## src/rtl/uart_rx_pkg.sv

```systemverilog
package uart_rx_pkg;
  localparam logic [3:0] IID_NONE = 4'h1;
  localparam logic [3:0] IID_RDA  = 4'h4;
  localparam logic [3:0] IID_CTO  = 4'hC;

  function automatic int trig_level(input logic [1:0] sel);
    case (sel)
      2'b00:   return 1;
      2'b01:   return 4;
      2'b10:   return 8;
      default: return 14;
    endcase
  endfunction
endpackage

```

## src/rtl/rx_byte_queue.sv

```systemverilog
module rx_byte_queue #(
  parameter int DEPTH = 16,
  parameter int WIDTH = 8,
  localparam int AW = $clog2(DEPTH),
  localparam int CW = $clog2(DEPTH + 1)
) (
  input  logic             clk_i,
  input  logic             rst_ni,
  input  logic             push_i,
  input  logic [WIDTH-1:0] data_i,
  input  logic             pop_i,
  input  logic             flush_i,
  input  logic             hold_i,
  output logic [WIDTH-1:0] head_o,
  output logic [CW-1:0]    count_o,
  output logic             overrun_o
);
  localparam logic [CW-1:0] DEPTH_C = CW'(DEPTH);

  logic [WIDTH-1:0] mem_q [DEPTH];
  logic [AW-1:0]    rd_ptr_q, wr_ptr_q;
  logic [CW-1:0]    count_q;
  logic             ovr_q;

  logic pop_ok, push_ok, overwrite, drop;

  always_comb begin
    pop_ok    = pop_i && (count_q != '0) && !flush_i;
    overwrite = push_i && !flush_i && hold_i && (count_q != '0) && !pop_ok;
    push_ok   = push_i && !flush_i && !overwrite && ((count_q != DEPTH_C) || pop_ok);
    drop      = push_i && !flush_i && !hold_i && (count_q == DEPTH_C) && !pop_ok;
  end

  always_ff @(posedge clk_i) begin
    if (push_ok)   mem_q[wr_ptr_q] <= data_i;
    if (overwrite) mem_q[rd_ptr_q] <= data_i;
  end

  always_ff @(posedge clk_i or negedge rst_ni) begin
    if (!rst_ni) begin
      rd_ptr_q <= '0;
      wr_ptr_q <= '0;
      count_q  <= '0;
      ovr_q    <= 1'b0;
    end else begin
      if (drop) ovr_q <= 1'b1;
      if (flush_i) begin
        rd_ptr_q <= '0;
        wr_ptr_q <= '0;
        count_q  <= '0;
      end else begin
        if (push_ok) wr_ptr_q <= wr_ptr_q + 1'b1;
        if (pop_ok)  rd_ptr_q <= rd_ptr_q + 1'b1;
        if (push_ok && !pop_ok)      count_q <= count_q + 1'b1;
        else if (pop_ok && !push_ok) count_q <= count_q - 1'b1;
      end
    end
  end

  assign head_o    = mem_q[rd_ptr_q];
  assign count_o   = count_q;
  assign overrun_o = ovr_q;

  assert_push_grows_R1: assert property (@(posedge clk_i) disable iff (!rst_ni)
    (push_i && !pop_i && !flush_i && !hold_i && count_q < DEPTH_C)
      |=> (count_q == $past(count_q) + 1'b1));

  assert_drop_keeps_count_R7: assert property (@(posedge clk_i) disable iff (!rst_ni)
    drop |=> ($stable(count_q) && ovr_q));

  assert_hold_single_R8: assert property (@(posedge clk_i) disable iff (!rst_ni)
    (hold_i && $past(hold_i)) |-> (count_q <= 1));
endmodule

```

## src/rtl/rx_char_timer.sv

```systemverilog
module rx_char_timer #(
  parameter int DATA_BITS = 8,
  parameter int TO_CHARS  = 4,
  localparam int LIM1 = TO_CHARS * (DATA_BITS + 2),
  localparam int LIM2 = TO_CHARS * (DATA_BITS + 3),
  localparam int TW   = $clog2(LIM2 + 1)
) (
  input  logic clk_i,
  input  logic rst_ni,
  input  logic restart_i,
  input  logic armed_i,
  input  logic bit_tick_i,
  input  logic two_stop_i,
  output logic expired_o
);
  logic [TW-1:0] cnt_q, limit;

  assign limit = two_stop_i ? TW'(LIM2) : TW'(LIM1);

  always_ff @(posedge clk_i or negedge rst_ni) begin
    if (!rst_ni)                        cnt_q <= '0;
    else if (restart_i || !armed_i)     cnt_q <= '0;
    else if (bit_tick_i && cnt_q < limit) cnt_q <= cnt_q + 1'b1;
  end

  assign expired_o = armed_i && (cnt_q >= limit);

  assert_restart_clears_R6: assert property (@(posedge clk_i) disable iff (!rst_ni)
    restart_i |=> !expired_o);
endmodule

```

## src/rtl/rx_iid_encode.sv

```systemverilog
module rx_iid_encode
  import uart_rx_pkg::*;
#(
  parameter int CW = 5
) (
  input  logic          clk_i,
  input  logic          rst_ni,
  input  logic          fifo_en_i,
  input  logic          ie_i,
  input  logic [CW-1:0] count_i,
  input  logic [1:0]    trig_sel_i,
  input  logic          expired_i,
  output logic [3:0]    iid_o,
  output logic          irq_o
);
  always_comb begin
    iid_o = IID_NONE;
    if (ie_i) begin
      if (fifo_en_i) begin
        if (expired_i)                                  iid_o = IID_CTO;
        else if (int'(count_i) >= trig_level(trig_sel_i)) iid_o = IID_RDA;
      end else if (count_i != '0) begin
        iid_o = IID_RDA;
      end
    end
  end

  assign irq_o = (iid_o != IID_NONE);

  assert_cto_needs_data_R5: assert property (@(posedge clk_i) disable iff (!rst_ni)
    (iid_o == IID_CTO) |-> (count_i != '0 && fifo_en_i));
endmodule

```

## src/rtl/uart_rx_fifo_irq.sv

```systemverilog
module uart_rx_fifo_irq #(
  parameter int DEPTH     = 16,
  parameter int DATA_BITS = 8,
  parameter int TO_CHARS  = 4,
  localparam int CW = $clog2(DEPTH + 1)
) (
  input  logic                 clk_i,
  input  logic                 rst_ni,
  input  logic                 rx_valid_i,
  input  logic [DATA_BITS-1:0] rx_data_i,
  input  logic                 rd_i,
  input  logic                 fifo_en_i,
  input  logic                 rx_ie_i,
  input  logic [1:0]           trig_sel_i,
  input  logic                 two_stop_i,
  input  logic                 bit_tick_i,
  output logic [DATA_BITS-1:0] rd_data_o,
  output logic                 data_ready_o,
  output logic [3:0]           iid_o,
  output logic                 irq_o,
  output logic                 overrun_o
);
  logic          mode_q, flush, expired;
  logic [CW-1:0] count;

  always_ff @(posedge clk_i or negedge rst_ni) begin
    if (!rst_ni) mode_q <= 1'b0;
    else         mode_q <= fifo_en_i;
  end
  assign flush = (mode_q != fifo_en_i);

  rx_byte_queue #(.DEPTH(DEPTH), .WIDTH(DATA_BITS)) u_queue (
    .clk_i, .rst_ni,
    .push_i   (rx_valid_i),
    .data_i   (rx_data_i),
    .pop_i    (rd_i),
    .flush_i  (flush),
    .hold_i   (!fifo_en_i),
    .head_o   (rd_data_o),
    .count_o  (count),
    .overrun_o(overrun_o)
  );

  rx_char_timer #(.DATA_BITS(DATA_BITS), .TO_CHARS(TO_CHARS)) u_timer (
    .clk_i, .rst_ni,
    .restart_i (rx_valid_i || rd_i || flush),
    .armed_i   (fifo_en_i && count != '0),
    .bit_tick_i(bit_tick_i),
    .two_stop_i(two_stop_i),
    .expired_o (expired)
  );

  rx_iid_encode #(.CW(CW)) u_iid (
    .clk_i, .rst_ni,
    .fifo_en_i (fifo_en_i),
    .ie_i      (rx_ie_i),
    .count_i   (count),
    .trig_sel_i(trig_sel_i),
    .expired_i (expired),
    .iid_o     (iid_o),
    .irq_o     (irq_o)
  );

  assign data_ready_o = (count != '0);

  assert_quiet_when_disabled_R4: assert property (@(posedge clk_i) disable iff (!rst_ni)
    !rx_ie_i |-> !irq_o);

  assert_ready_rise_R2: assert property (@(posedge clk_i) disable iff (!rst_ni)
    $rose(data_ready_o) |-> $past(rx_valid_i));
endmodule

```

## config.mk

```make
export PLATFORM = sky130hd
export DESIGN_NAME = uart_rx_fifo_irq
export DESIGN_NICKNAME = d
export VERILOG_FILES = /design/src/rtl/uart_rx_pkg.sv /design/src/rtl/rx_byte_queue.sv /design/src/rtl/rx_char_timer.sv /design/src/rtl/rx_iid_encode.sv /design/src/rtl/uart_rx_fifo_irq.sv
export SDC_FILE = /design/constraint.sdc
export NUM_CORES = 1
export LEC_CHECK = 0
export ABC_AREA = 0
export BUFFER_PORTS_ARGS = -buffer_cell sky130_fd_sc_hd__buf_2
export CAP_MARGIN = 30
export CORE_ASPECT_RATIO = 0.8
export CORE_MARGIN = 8
export CORE_UTILIZATION = 50
export DETAILED_ROUTE_END_ITERATION = 8
export PLACE_DENSITY_LB_ADDON = 0.05
export SLEW_MARGIN = 20
export SYNTH_ARGS = -nofsm -noshare
export SYNTH_HDL_FRONTEND = slang
export SYNTH_SLANG_ARGS = --single-unit
```

## constraint.sdc

```tcl
create_clock -name clk_i -period 3.1 [get_ports clk_i]
set_input_delay 0.93 -clock clk_i [delete_from_list [all_inputs] [get_ports clk_i]]
set_output_delay 0.93 -clock clk_i [all_outputs]
set_load 0.02 [all_outputs]
```

==> impl_results.md <==
* Achievable Freq at 311 MHz
* Max-slew violations at 0
* Final WS setup at -0.120 ns
* Async SR Flop Fraction at 14.1%
* Final period util at 104%
* Failing checks: negative setup slack
* Required @ worst endpoint at 2.17 ns
* Ports at 33
* Synth area leader: edfxtp_1
* Dpl ws at -0.120 ns
* Largest cells by area after synthesis: edfxtp_1 58%, mux4_2 14%, dfrtp_1 7.9%
* Commonest non-fill, non-tap cell in the layout: edfxtp_1
* VDD IR-drop max at 0.585 mV
* Final hold viol count at 0
* Unrepaired setup endpoints after global routing: true
* Rel. slew slack at 46.1%
* Vias in the first global route at 3734
* CTS Sinks at 149
* Die height at 119 microns
* Total of max-cap violations at 0
* Synth cell types at 57
* # diodes at 0
* #FFs+latches synth at 149
* Final Total Pwr at 6.25 mW
* Routed Antenna Nets at 0
* Die ar. at 0.0172 sq mm
* Num CTS Buffers at 17
* NumNets Final at 499
* DP HPWL at 9530 microns
* Hold path depth at 2
* Clock-pin slew on the worst setup and hold paths at 0.06 ns
* Max FO, Critical Path at 11
* CP Launch Type: flip-flop
* Yosys warnings at 0
* Slew @ Worst Pin at 0.806 ns
* Initial antenna violation count at 0
* CTS HTree Levels at 4
* Initial Util at 51.3%
* TNS Setup at -0.776 ns
* Leading cell types in the layout, fill and taps excluded: 128 x edfxtp_1, 40 x mux4_2, 40 x buf_4
* Total Routing Usage GR at 17.5%
* Post-route insts no fill at 655
* Critical path class: flip-flop to output pin
* Global-route wire length before repair at 22100 microns
* Fillcell total at 955
* Syn Area/Cell at 16.9 sq um
* Area delta synth->final at 20.5%
* Top-area cell type share of the netlist area at 58.0%
* Row count at 37
* Residual DRC at 0
* Outcome: complete, but fails checks
* Minimum clock period at 3.22 ns
* Crit end category: output pin
* Layout cell share with drive strength beyond 1 at 34.4%
* Layout Skew at 0.00923 ns
* Horiz. Die Dim at 145 microns
* GRT overflow at 0
* Placer Congestion at 0.823
* I/O Buffers at 31
* Multi-input gate area at 0.00216 sq mm
* Post-Syn Nets at 425
* Reg2reg path depth at 8
* Overall routed net length at 14100 microns
* Clock buffer depth at 2
* WL/cell at 21.5 microns
* Post-synth EDFFs at 128
* Worst-skew pair later-pin latency at 0.41 ns
* Hold buffer count at cts at 0
* DR pass1 iterations at 4
* R2r setup slk at 0.29 ns
* Placed insts at 620
* PwrDens at 783 mW/mm^2
* Leak pwr at 2.81 nW
* Initial DRC Count at 225
* Sequential cell area fraction in the yosys report at 66.0%
* Largest net degree at the start of global routing at 23
* Storage element area at 0.00437 sq mm
* Setup violators final at 8
* Mapped Cells at 393
* Vias at 3745
* Prevailing post-synth register cell: edfxtp_1
* Post-Syn Area at 0.00662 sq mm
* CORE AREA at 0.0129 sq mm
* Critical Path AT at 2.29 ns
* Root Driver: clkbuf_16
* Detailed-route vias per instance at 5.72
* Hold Path Class: flip-flop to flip-flop
* CTS tree: built
## through the flow
stage                     hold slack [ns]  area (sq um)  utilization (%)
final                               0.470          7980             61.8
after global routing                0.499          7980             61.8
after floorplan                     0.502          6630                -
after CTS                           0.471          7920             61.3
after detailed placement            0.456          7250             56.1
after global placement              0.452          7250             56.1
## worst paths after layout
check | end | startpoint
max | rd_data_o[2] | u_queue.rd_ptr_q[0]
min reg2reg | u_queue.overrun_o | u_queue.overrun_o
max in group asynchronous | u_queue.rd_ptr_q[0] | rst_ni
min | u_queue.overrun_o | u_queue.overrun_o
min in group asynchronous | u_queue.wr_ptr_q[1] | rst_ni
max reg2reg | u_queue.count_o[4] | u_queue.count_o[1]
## registers in the layout, indices dropped and copies added (netlist names)
name and flops:
u_queue.mem_q 128, u_timer.cnt_q 6, u_queue.count_o 5, u_queue.rd_ptr_q 4
u_queue.wr_ptr_q 4, mode_q 1, u_queue.overrun_o 1
## logic make-up (layout without fill, tap and decap cells)
kind of cell,Yosys count,in the layout,synth area share (%)
XOR/XNOR,5,5,0.661
multiplexers,54,54,16.1
adder cells (fa/ha/maj),14,14,2.76
buffers and inverters,34,121,2.32
flip-flops,149,149,66.0
AO/OA/AOI/OAI,49,49,5.40
other,1,1,0.0566
AND/OR/NAND/NOR,87,87,6.75
## what timing repair did
action | in CTS | in global routing
endpoints found under the setup margin | 11 | 12
resized for setup | 11 | 12
pin swaps | 1 | 7
buffers inserted | 2 | 0
gates cloned | 1 | 0
endpoints found under the hold margin | 0 | 0
## area by class of cell
type                            count  area share, %
Timing Repair Buffer               74           7.24
Inverter                           15          0.753
Clock inverter                     15           2.09
Tap cell                          175           2.74
Clock buffer                       17           5.33
Multi-Input combinational cell    210           27.1
Sequential cell                   149           54.8
## worst max-delay path, stage by stage, from the launching register on
cell and delay (ns):
dfrtp_2 0.44, buf_12 0.18, mux4_2 0.58, mux4_2 0.49
buf_2 0.17
## report_power, final
part / switching [mW] / leakage (nW) / internal [mW]
clock: 0.835 / 0.283 / 1.20
combinational: 0.938 / 1.09 / 0.921
sequential: 0.0813 / 1.43 / 2.27
total: 1.85 / 2.81 / 4.39
## per-layer routing
layer  vias up  GRT usage, %  part of all wire [%]
li1       1719             -                     -
met1      1919          26.4                    49
met2        96          24.5                    44
met3        11          4.43                   6.1
met4         0          5.13                  0.89
met5         -             0                     0
## cells in the mapped netlist (2+ instances only)
cell      instances
nand2b_1          5
o41ai_1           2
buf_4             2
a22oi_1           2
xnor2_1           3
nor3_1            4
xor2_1            2
mux4_2           40
ha_1             13
o21a_1            2
nand2_1          19
o31ai_1           2
a211oi_1          3
a21oi_1           9
nor4_1            2
dfrtp_1          21
a31oi_1           3
nor2b_1           5
nor2_1           28
a32oi_1           2
nand3_1          10
a21o_1            4
edfxtp_1        128
mux2_4            2
nand4_1           3
o21ai_0          10
mux2i_1          10
buf_2             9
a32o_1            2
inv_1            14
clkbuf_1          6
No activity file was read; power rests on OpenSTA's default activity.
